==> src/rtl/ea_pkg.sv <==
// Package: shared encodings for the effective address generator.
// Assumes a 2-bit mode code; code 3 is an alias of plain indexing.
package ea_pkg;
    typedef enum logic [1:0] {
        MODE_PLAIN = 2'd0,
        MODE_PRE   = 2'd1,
        MODE_POST  = 2'd2,
        MODE_ALIAS = 2'd3
    } ea_mode_e;

    typedef enum logic [1:0] {
        ST_IDLE  = 2'd0,
        ST_FETCH = 2'd1,
        ST_DONE  = 2'd2
    } ea_state_e;

    // term slots, also the bit positions of the suppress vector
    localparam int T_BASE = 0;
    localparam int T_IDX  = 1;
    localparam int T_BD   = 2;
    localparam int T_OD   = 3;
    localparam int N_TERM = 4;
endpackage

==> src/rtl/ea_term_prep.sv <==
// Module: ea_term_prep
// Turns raw operands into four AW-bit addends: sign extension of the
// short forms, index scaling by shift, then per-term suppression.
// Assumes AW >= 16. Purely combinational.
module ea_term_prep
    import ea_pkg::*;
#(
    parameter int AW  = 32,
    parameter int SHW = 2
) (
    input  logic [AW-1:0]  base_i,
    input  logic [AW-1:0]  idx_i,
    input  logic [AW-1:0]  bdisp_i,
    input  logic [AW-1:0]  odisp_i,
    input  logic           idx_long_i,
    input  logic [SHW-1:0] scale_i,
    input  logic [1:0]     bd_size_i,
    input  logic           od_long_i,
    input  logic [N_TERM-1:0] sup_i,
    output logic [N_TERM-1:0][AW-1:0] term_o
);
    localparam int XH = AW - 16;
    localparam int XB = AW - 8;

    logic [N_TERM-1:0][AW-1:0] raw;
    logic [AW-1:0] idx_sel;

    // Pick and scale the index, size the displacements.
    always_comb begin
        idx_sel = idx_long_i ? idx_i : {{XH{idx_i[15]}}, idx_i[15:0]};
        raw[T_BASE] = base_i;
        raw[T_IDX]  = idx_sel << scale_i;
        case (bd_size_i)
            2'd0:    raw[T_BD] = {{XB{bdisp_i[7]}}, bdisp_i[7:0]};
            2'd1:    raw[T_BD] = {{XH{bdisp_i[15]}}, bdisp_i[15:0]};
            default: raw[T_BD] = bdisp_i;
        endcase
        raw[T_OD] = od_long_i ? odisp_i : {{XH{odisp_i[15]}}, odisp_i[15:0]};
    end

    // Zero every term whose suppress flag is set.
    for (genvar g = 0; g < N_TERM; g++) begin : g_sup
        assign term_o[g] = sup_i[g] ? '0 : raw[g];
    end
endmodule

==> src/rtl/ea_sum_stage.sv <==
// Module: ea_sum_stage
// Splits the addends into the first-phase sum (fetch address, or the
// final result in plain mode) and the addend applied after the fetch.
// Additions wrap modulo 2^AW. Purely combinational.
module ea_sum_stage
    import ea_pkg::*;
#(
    parameter int AW = 32
) (
    input  logic [1:0]                  mode_i,
    input  logic [N_TERM-1:0][AW-1:0]   term_i,
    output logic [AW-1:0]               phase1_o,
    output logic [AW-1:0]               phase2_o,
    output logic                        indirect_o
);
    logic post;

    // Route the index to the phase picked by the mode.
    always_comb begin
        post       = (ea_mode_e'(mode_i) == MODE_POST);
        indirect_o = post || (ea_mode_e'(mode_i) == MODE_PRE);
        phase1_o   = term_i[T_BD] + term_i[T_BASE] + (post ? '0 : term_i[T_IDX]);
        phase2_o   = term_i[T_OD] + (post ? term_i[T_IDX] : '0);
    end
endmodule

==> src/rtl/ea_seq_ctrl.sv <==
// Module: ea_seq_ctrl
// Sequencer: accepts one request when idle, either finishes at once
// (plain) or holds a fetch request until acknowledged, then presents
// the result for one cycle. Assumes mem_ack only answers mem_req.
module ea_seq_ctrl
    import ea_pkg::*;
#(
    parameter int AW = 32
) (
    input  logic          clk,
    input  logic          rst_n,
    input  logic          in_valid_i,
    input  logic          indirect_i,
    input  logic [AW-1:0] phase1_i,
    input  logic [AW-1:0] phase2_i,
    input  logic          mem_ack_i,
    input  logic [AW-1:0] mem_rdata_i,
    output logic          in_ready_o,
    output logic          mem_req_o,
    output logic [AW-1:0] mem_addr_o,
    output logic          ea_valid_o,
    output logic [AW-1:0] ea_o
);
    ea_state_e     state;
    logic [AW-1:0] addr_r;
    logic [AW-1:0] add_r;
    logic [AW-1:0] ea_r;
    logic          accept;

    assign accept = in_valid_i && (state == ST_IDLE);

    // State transitions.
    always_ff @(posedge clk) begin
        if (!rst_n) begin
            state <= ST_IDLE;
        end else begin
            case (state)
                ST_IDLE:  if (accept) state <= indirect_i ? ST_FETCH : ST_DONE;
                ST_FETCH: if (mem_ack_i) state <= ST_DONE;
                default:  state <= ST_IDLE;
            endcase
        end
    end

    // Capture intermediate sums and the final result.
    always_ff @(posedge clk) begin
        if (!rst_n) begin
            addr_r <= '0;
            add_r  <= '0;
            ea_r   <= '0;
        end else if (accept) begin
            addr_r <= phase1_i;
            add_r  <= phase2_i;
            ea_r   <= phase1_i;
        end else if (state == ST_FETCH && mem_ack_i) begin
            ea_r <= mem_rdata_i + add_r;
        end
    end

    assign in_ready_o = (state == ST_IDLE);
    assign mem_req_o  = (state == ST_FETCH);
    assign mem_addr_o = addr_r;
    assign ea_valid_o = (state == ST_DONE);
    assign ea_o       = ea_r;
endmodule

==> src/rtl/ea_gen.sv <==
// Module: ea_gen (top)
// Effective address generator for scaled indexing and the two
// memory-indirect forms. Wires operand preparation, the phase adder
// and the sequencer. Assumes a single outstanding request.
module ea_gen
    import ea_pkg::*;
#(
    parameter int AW = 32
) (
    input  logic          clk,
    input  logic          rst_n,
    input  logic          in_valid,
    output logic          in_ready,
    input  logic [1:0]    mode,
    input  logic [AW-1:0] base_reg,
    input  logic [AW-1:0] idx_reg,
    input  logic          idx_long,
    input  logic [1:0]    scale,
    input  logic [AW-1:0] bdisp,
    input  logic [1:0]    bdisp_size,
    input  logic [AW-1:0] odisp,
    input  logic          odisp_long,
    input  logic [3:0]    sup,
    output logic          mem_req,
    output logic [AW-1:0] mem_addr,
    input  logic          mem_ack,
    input  logic [AW-1:0] mem_rdata,
    output logic          ea_valid,
    output logic [AW-1:0] ea
);
    logic [N_TERM-1:0][AW-1:0] terms;
    logic [AW-1:0] phase1;
    logic [AW-1:0] phase2;
    logic          indirect;

    ea_term_prep #(.AW(AW), .SHW(2)) u_prep (
        .base_i     (base_reg),
        .idx_i      (idx_reg),
        .bdisp_i    (bdisp),
        .odisp_i    (odisp),
        .idx_long_i (idx_long),
        .scale_i    (scale),
        .bd_size_i  (bdisp_size),
        .od_long_i  (odisp_long),
        .sup_i      (sup),
        .term_o     (terms)
    );

    ea_sum_stage #(.AW(AW)) u_sum (
        .mode_i     (mode),
        .term_i     (terms),
        .phase1_o   (phase1),
        .phase2_o   (phase2),
        .indirect_o (indirect)
    );

    ea_seq_ctrl #(.AW(AW)) u_ctrl (
        .clk         (clk),
        .rst_n       (rst_n),
        .in_valid_i  (in_valid),
        .indirect_i  (indirect),
        .phase1_i    (phase1),
        .phase2_i    (phase2),
        .mem_ack_i   (mem_ack),
        .mem_rdata_i (mem_rdata),
        .in_ready_o  (in_ready),
        .mem_req_o   (mem_req),
        .mem_addr_o  (mem_addr),
        .ea_valid_o  (ea_valid),
        .ea_o        (ea)
    );
endmodule

==> config.mk <==
export PLATFORM = sky130hd
export DESIGN_NAME = ea_gen
export DESIGN_NICKNAME = d
export VERILOG_FILES = /design/src/rtl/ea_pkg.sv /design/src/rtl/ea_term_prep.sv /design/src/rtl/ea_sum_stage.sv /design/src/rtl/ea_seq_ctrl.sv /design/src/rtl/ea_gen.sv
export SDC_FILE = /design/constraint.sdc
export NUM_CORES = 1
export LEC_CHECK = 0
export ABC_AREA = 1
export BUFFER_PORTS_ARGS = -buffer_cell sky130_fd_sc_hd__buf_2
export CORE_MARGIN = 1
export CORE_UTILIZATION = 45
export CTS_CLUSTER_DIAMETER = 100
export DETAILED_ROUTE_END_ITERATION = 6
export PLACE_DENSITY = 0.7
export SETUP_SLACK_MARGIN = 0.1
export SLEW_MARGIN = 20
export SYNTH_ARGS = -nofsm -noshare
export SYNTH_HDL_FRONTEND = slang
export SYNTH_SLANG_ARGS = --single-unit
==> constraint.sdc <==
create_clock -name clk -period 7.3 [get_ports clk]
set_clock_uncertainty 0.05 [all_clocks]
set_input_delay 1.46 -clock clk [delete_from_list [all_inputs] [get_ports clk]]
set_output_delay 1.46 -clock clk [all_outputs]
set_load 0.02 [all_outputs]
==> qor.yml, run 1 <==
place_congestion: 1.03
ant_nets: 0
ys.flop_type: "dfxtp_1"
fmax_ghz: 0.192
synth_edf_count: 0
htreeDepth: 3
path_cells: "buf_2 > inv_2 > nand2_1 > o21ai_0 > o22ai_1 > nand2_1 > fa_1 > inv_1 > ha_1 > nand2_1 > inv_1 > nand2_1 > nand2_1 > inv_1 > nand3_1 > o21ai_0 > nand3_1 > nand3_1 > inv_1"
die_x_um: 171
fin_tns_setup_ns: 0
crit_type: "in -> reg"
start_util_pct: 46.1
crit_slowest_cell: "fa_1"
hold_viol: 0
finalCritPeriodShare_pct: 71.2
finalNetCount: 2739
layout_setup_ws_ns: 2.10
endpoint_kind: "register"
syn-num-nets: 2548
status: "completed"
pre_cts_ws_ns: 1.76
critPathLaunchType: "input port"
ys_ff_latch: 98
cts_buffers: 9
top_level_ports: 243
cts.sinks: 98
num_rows: 61
grt-ovfl-total: 0
yosysTopAreaCellShare_pct: 18.0
diodes: 0
io_buffers: 242
routedWlPerCell_um: 17.2
yosys.area.top_type: "nand2_1"
via_per_inst: 5.25
slew_headroom_pct: 27.2
p_leak_nw: 8.35
worst_slew_pin_slew_ns: 1.09
cts_tree: "yes"
grt_pass1_wl_um: 73600
drc: 0
num_vias: 14786
grt_usage_pct: 33.1
ys_types: 52
cp_max_fo: 33
routed_wl_um: 48600
cts-resized-gates: 0
fp.coreArea_um2: 27900
dp_hpwl_um: 41000
rsz0062_at_grt: "false"
antenna_found_initial: 0
syn_area_um2: 12900
yosysWarnings: 0
layout-drive-gt1-share_pct: 15.0
cts_buffer_depth: 2
synth-seq-area-share_pct: 15.2
syn_inst: 2245
dieArea_um2: 29300
reg2reg_slack_ns: 4.60
clk_pin_slew_ns: 0.08
slew_violations: 0
hold_class: "reg -> reg"
postCtsHoldBufs: 0
async_flop_share_pct: 0
grt_max_degree: 86
drt-pass1-iter-count: 7
die-height_um: 171
worst_path_most_repeated_cell: "nand2_1"
cts_root_buffer: "clkbuf_16"
synth.avg_cell_area_um2: 5.73
p_per_area_nw_per_um2: 164
finalCriticalPeriod_ns: 5.20
drt_iter0_drc: 1363
post-cts-setup-buffers: 0
crit_arrival_ns: 5.40
ir_drop_v: 0.000121
cp.required_ns: 7.51
critPathMaxStageDelay_ns: 0.56
syn_to_final_growth_pct: 13.3
clock_latency_ns: 0.36
setup_viol: 0
maxCapViolCount: 0
first_global_vias: 13631
synthTopCellsByArea: "nand2_1, dfxtp_1, inv_1"
-- worst paths after layout --
check | cells after the start | startpoint | end
setup / recovery | 19 | scale[0] | u_ctrl.ea_o[10]$_SDFFE_PN0P_
hold / removal | 2 | u_ctrl.mem_addr_o[12]$_SDFFE_PN0P_ | u_ctrl.mem_addr_o[12]$_SDFFE_PN0P_
setup reg to reg | 7 | u_ctrl.state[1]$_SDFFE_PN0P_ | u_ctrl.ea_o[3]$_SDFFE_PN0P_
hold reg to reg | 2 | u_ctrl.mem_addr_o[12]$_SDFFE_PN0P_ | u_ctrl.mem_addr_o[12]$_SDFFE_PN0P_
-- where the power goes --
| part | switching (mW) | internal (mW) | total (mW) |
|---|---|---|---|
| clock network | 0.242 | 0.244 | 0.486 |
| registers | 0.0563 | 0.606 | 0.662 |
| logic | 0.846 | 0.402 | 1.25 |
-- metrics by stage --
| stage | area [um^2] | utilization (%) | std cells | hold slack [ns] | power [mW] |
|---|---|---|---|---|---|
| after global routing | 14600 | 52.2 | 2819 | 0.441 | 2.56 |
| after global placement | 14300 | 51.1 | 2803 | 0.401 | 1.89 |
| after CTS | 14600 | 52.2 | 2819 | 0.418 | 2.39 |
| final | 14600 | 52.2 | 2819 | 0.414 | 2.40 |
| after detailed placement | 14300 | 51.1 | 2803 | 0.405 | 1.90 |
| after floorplan | 12900 | - | 2245 | 0.409 | 1.49 |
-- metal layers --
metal	routed length, um	track usage (%)	vias up
met5	0	0	-
met1	21800	43.7	6644
li1	-	-	7488
met3	3440	4.67	80
met2	21800	55.0	574
met4	1480	10.8	0
-- cells by family (layout without fill, tap and decap cells) --
kind of cell,count (synthesis),in the layout,synth area share [%]
AND/OR/NAND/NOR,1140,1140,38.0
buffers and inverters,460,656,13.9
AO/OA/AOI/OAI,397,397,16.9
adder cells (fa/ha/maj),127,127,14.3
flip-flops,98,98,15.2
XOR/XNOR,21,21,1.43
multiplexers,2,2,0.156
-- worst max-delay path: cells and delay by family --
family                     cells  cell delay [ns]
buffers and inverters          6             1.05
and+or+nand+nor                8             1.01
adders and majority gates      2             0.93
AOI/OAI and AO/OA              3             0.92
-- sequential cells by signal (all words and copies together), names as in the netlist --
signal	count
u_ctrl.mem_addr_o	32
u_ctrl.add_r	32
u_ctrl.ea_o	32
u_ctrl.state	2
-- placed cells by master, fill, tap and decap left out, types with 3 or more instances in the layout --
cell,Yosys,layout
nand2_1,618,617
inv_1,380,380
nor2_1,245,245
buf_2,24,242
a21oi_1,168,168
nand3_1,141,141
o21ai_0,135,135
dfxtp_1,98,98
ha_1,93,93
nand2_2,34,35
fa_1,34,34
o22ai_1,28,28
o21bai_1,19,19
nand4_1,17,17
xor2_1,16,16
nor2_2,14,14
nor3_1,14,14
o21ai_1,13,13
nand3b_1,11,11
inv_2,11,10
nand3_2,10,10
clkbuf_16,0,9
a31oi_1,8,8
or2_2,7,7
a21oi_2,7,7
nor3_2,7,7
a21o_1,6,6
nor4_1,6,6
buf_4,4,6
xnor2_1,5,5
or2_1,3,3
nand2_4,3,3
o21a_1,3,3
or2_0,3,3
o211ai_1,3,3
clkinv_4,0,3
-- synthesized netlist by cell type (3+ instances only) --
library cell  count
buf_1             3
fa_1             34
or2_2             7
dfxtp_1          98
nand2_2          34
or2_0             3
nand2_1         618
nand3b_1         11
nor3_1           14
ha_1             93
a21oi_1         168
xnor2_1           5
nor4_1            6
nor2_2           14
o22ai_1          28
clkbuf_1         33
inv_1           380
buf_2            24
nand2_4           3
o21bai_1         19
or2_1             3
nand4_1          17
inv_2            11
o21a_1            3
o21ai_0         135
nand3_2          10
a21oi_2           7
buf_4             4
nor2_1          245
o211ai_1          3
buf_6             3
o21ai_1          13
xor2_1           16
nand3_1         141
a21o_1            6
nor3_2            7
a31oi_1           8
-- final cells by class --
| type | count | area (um^2) |
|---|---|---|
| Clock buffer | 9 | 225 |
| Clock inverter | 7 | 81.3 |
| Fill cell | 3078 | 13300 |
| Inverter | 392 | 1470 |
| Multi-Input combinational cell | 1687 | 9120 |
| Sequential cell | 98 | 1960 |
| Tap cell | 378 | 473 |
| Timing Repair Buffer | 248 | 1260 |
No activity file was read; power rests on OpenSTA's default activity.
==> inputs of run 2 (changes only) <==
PLACE_DENSITY = 0.73   (was 0.7)
clock period = 4.74 ns   (was 7.3 ns; I/O delays follow)
==> qor.yml, run 2 (same netlist as run 1, synthesis figures left out) <==
routedWlPerCell_um: 17.6  # +2.1%
fp.coreArea_um2: 27900  # unchanged
p_per_area_nw_per_um2: 256  # +56%
p_int_mw: 2.05  # +64%
cts_buffer_depth: 2  # unchanged
rsz0062_at_grt: "false"
grt-ovfl-total: 0  # unchanged
ir_drop_v: 0.000190  # +57%
grt_usage_pct: 35.0  # +1.9 points
dp_hpwl_um: 42900  # +4.7%
reg2reg_depth: 15  # +8
antenna_found_initial: 1  # +1
cp_max_fo: 22  # -33%
status: "completed"
dieArea_um2: 29300  # unchanged
clk_pin_slew_ns: 0.07  # about the same
most-common-layout-cells: "nand2_1, inv_1, nor2_1"
hold-worst-slack_ns: 0.412  # -0.00185 ns
critPathLaunchType: "input port"
crit_path_end: "u_ctrl.ea_o[13]$_SDFFE_PN0P_"
num_rows: 61  # unchanged
finalNetCount: 2771  # +1.2%
seq_power_share_pct: 26.8  # -0.8 points
fmax_ghz: 0.227
worst_slew_pin_slew_ns: 1.04  # -0.0548 ns
place_congestion: 1.03  # about the same
cts_buffers: 9  # unchanged
die_x_um: 171  # unchanged
r2r_end: "u_ctrl.ea_o[28]$_SDFFE_PN0P_"
fin_tns_setup_ns: 0  # unchanged
ant_nets: 0  # unchanged
cts_root_buffer: "clkbuf_16"
slew_headroom_pct: 30.7  # +3.5 points
start_util_pct: 46.1  # unchanged
top_level_ports: 243  # unchanged
routed_wl_um: 50100  # +3.3%
io_buffers: 242  # unchanged
htreeDepth: 3  # unchanged
via_per_inst: 5.31  # +1.3%
crit_type: "in -> reg"
cts_tree: "yes"
cts.sinks: 98  # unchanged
clock_latency_ns: 0.35  # about the same
combPwrFrac_pct: 52.2  # about the same
postCtsHoldBufs: 0  # unchanged
p_clk_share_pct: 21.0  # +0.7 points
cp.required_ns: 4.94  # -2.57 ns
reg2reg_slack_ns: 2.24  # -2.36 ns
grt_pass1_wl_um: 78300  # +6.3%
die-height_um: 171  # unchanged
num_vias: 15153  # +2.5%
mostFrequentLayoutCell: "nand2_1"
drt_iter0_drc: 1468  # +7.7%
hold_viol: 0  # unchanged
swShare_pct: 46.0  # -1.8 points
finalCriticalPeriod_ns: 4.41
maxCapViolCount: 0  # unchanged
hold_class: "reg -> reg"
endpoint_kind: "register"
post-cts-setup-buffers: 0  # unchanged
slew_violations: 0  # unchanged
hold_depth: 2  # unchanged
grt_max_degree: 49  # -43%
setup.worst_path.start: "scale[1]"
crit_arrival_ns: 4.61  # -0.79 ns
finalCritPeriodShare_pct: 92.9
drt-pass1-iter-count: 6  # -1
setup_viol: 0  # unchanged
r2r-start: "u_ctrl.add_r[0]$_SDFFE_PN0P_"
first_global_vias: 14338  # +5.2%
syn_to_final_growth_pct: 15.4
p_sw_mw: 1.75  # +53%
drc: 0  # unchanged
p_leak_nw: 8.52  # +2.0%
layout-drive-gt1-share_pct: 16.0  # +1.1 points
run 2: power by group through the flow:
stage               clock network, mW  registers [mW]  logic (mW)
CTS                             0.810            1.02        1.95
global placement                    0            1.03        1.93
finish                          0.798            1.02        1.98
floorplan                           0            1.10        1.20
global route                    0.843            1.03        2.20
detailed placement                  0            1.03        1.94
run 2: timing repair:
action                                 CTS  global route
endpoints found under the hold margin    0             0
setup endpoints to repair                0             1
resized for setup                        0             1
run 2: metrics by stage:
step / instance area, um^2 / instances / util (%) / worst slack (ns) / power [mW]
after floorplan: 12900 / 2245 / - / 0.724 / 2.29
after global placement: 14500 / 2835 / 52.0 / 0.0357 / 2.97
after detailed placement: 14500 / 2835 / 52.0 / 0.0438 / 2.98
after CTS: 14800 / 2851 / 53.2 / 0.399 / 3.78
after global routing: 14900 / 2852 / 53.2 / 0.120 / 4.07
final: 14900 / 2852 / 53.2 / 0.334 / 3.80
run 2: layout make-up:
class	instances	area, um^2
Antenna cell	1	2.50
Clock buffer	11	233
Clock inverter	5	85.1
Fill cell	3031	13100
Inverter	392	1470
Multi-Input combinational cell	1687	9120
Sequential cell	98	1960
Tap cell	378	473
Timing Repair Buffer	280	1510
run 2: metal layers:
layer	vias up	track usage [%]	wire [um]
met4	0	9.39	1240
met1	6939	46.5	23000
met2	586	59.3	22800
li1	7565	-	-
met3	63	4.37	3140
met5	-	0	0
run 2: worst min path at each step:
stage / slack [ns] / start / to
finish: 0.41 / u_ctrl.mem_addr_o[11]$_SDFFE_PN0P_ / u_ctrl.mem_addr_o[11]$_SDFFE_PN0P_
global route: 0.42 / u_ctrl.mem_addr_o[5]$_SDFFE_PN0P_ / u_ctrl.mem_addr_o[5]$_SDFFE_PN0P_
CTS: 0.41 / u_ctrl.mem_addr_o[5]$_SDFFE_PN0P_ / u_ctrl.mem_addr_o[5]$_SDFFE_PN0P_
detailed placement: 0.40 / u_ctrl.mem_addr_o[5]$_SDFFE_PN0P_ / u_ctrl.mem_addr_o[5]$_SDFFE_PN0P_
global placement: 0.40 / u_ctrl.mem_addr_o[14]$_SDFFE_PN0P_ / u_ctrl.mem_addr_o[14]$_SDFFE_PN0P_
floorplan: 0.41 / u_ctrl.add_r[0]$_SDFFE_PN0P_ / u_ctrl.add_r[0]$_SDFFE_PN0P_
run 2: critical path, cell delays in order:
cell	delay [ns]
buf_2	0.10
nor2_1	0.13
inv_1	0.31
nor2_1	0.19
a21oi_1	0.08
or2_2	0.35
fa_1	0.60
inv_1	0.09
fa_1	0.37
nand2_1	0.10
nand2_1	0.09
and2_4	0.16
nand3_2	0.06
nand3_2	0.12
o21ai_0	0.52
nand3_1	0.20
nand3_1	0.12
inv_1	0.04
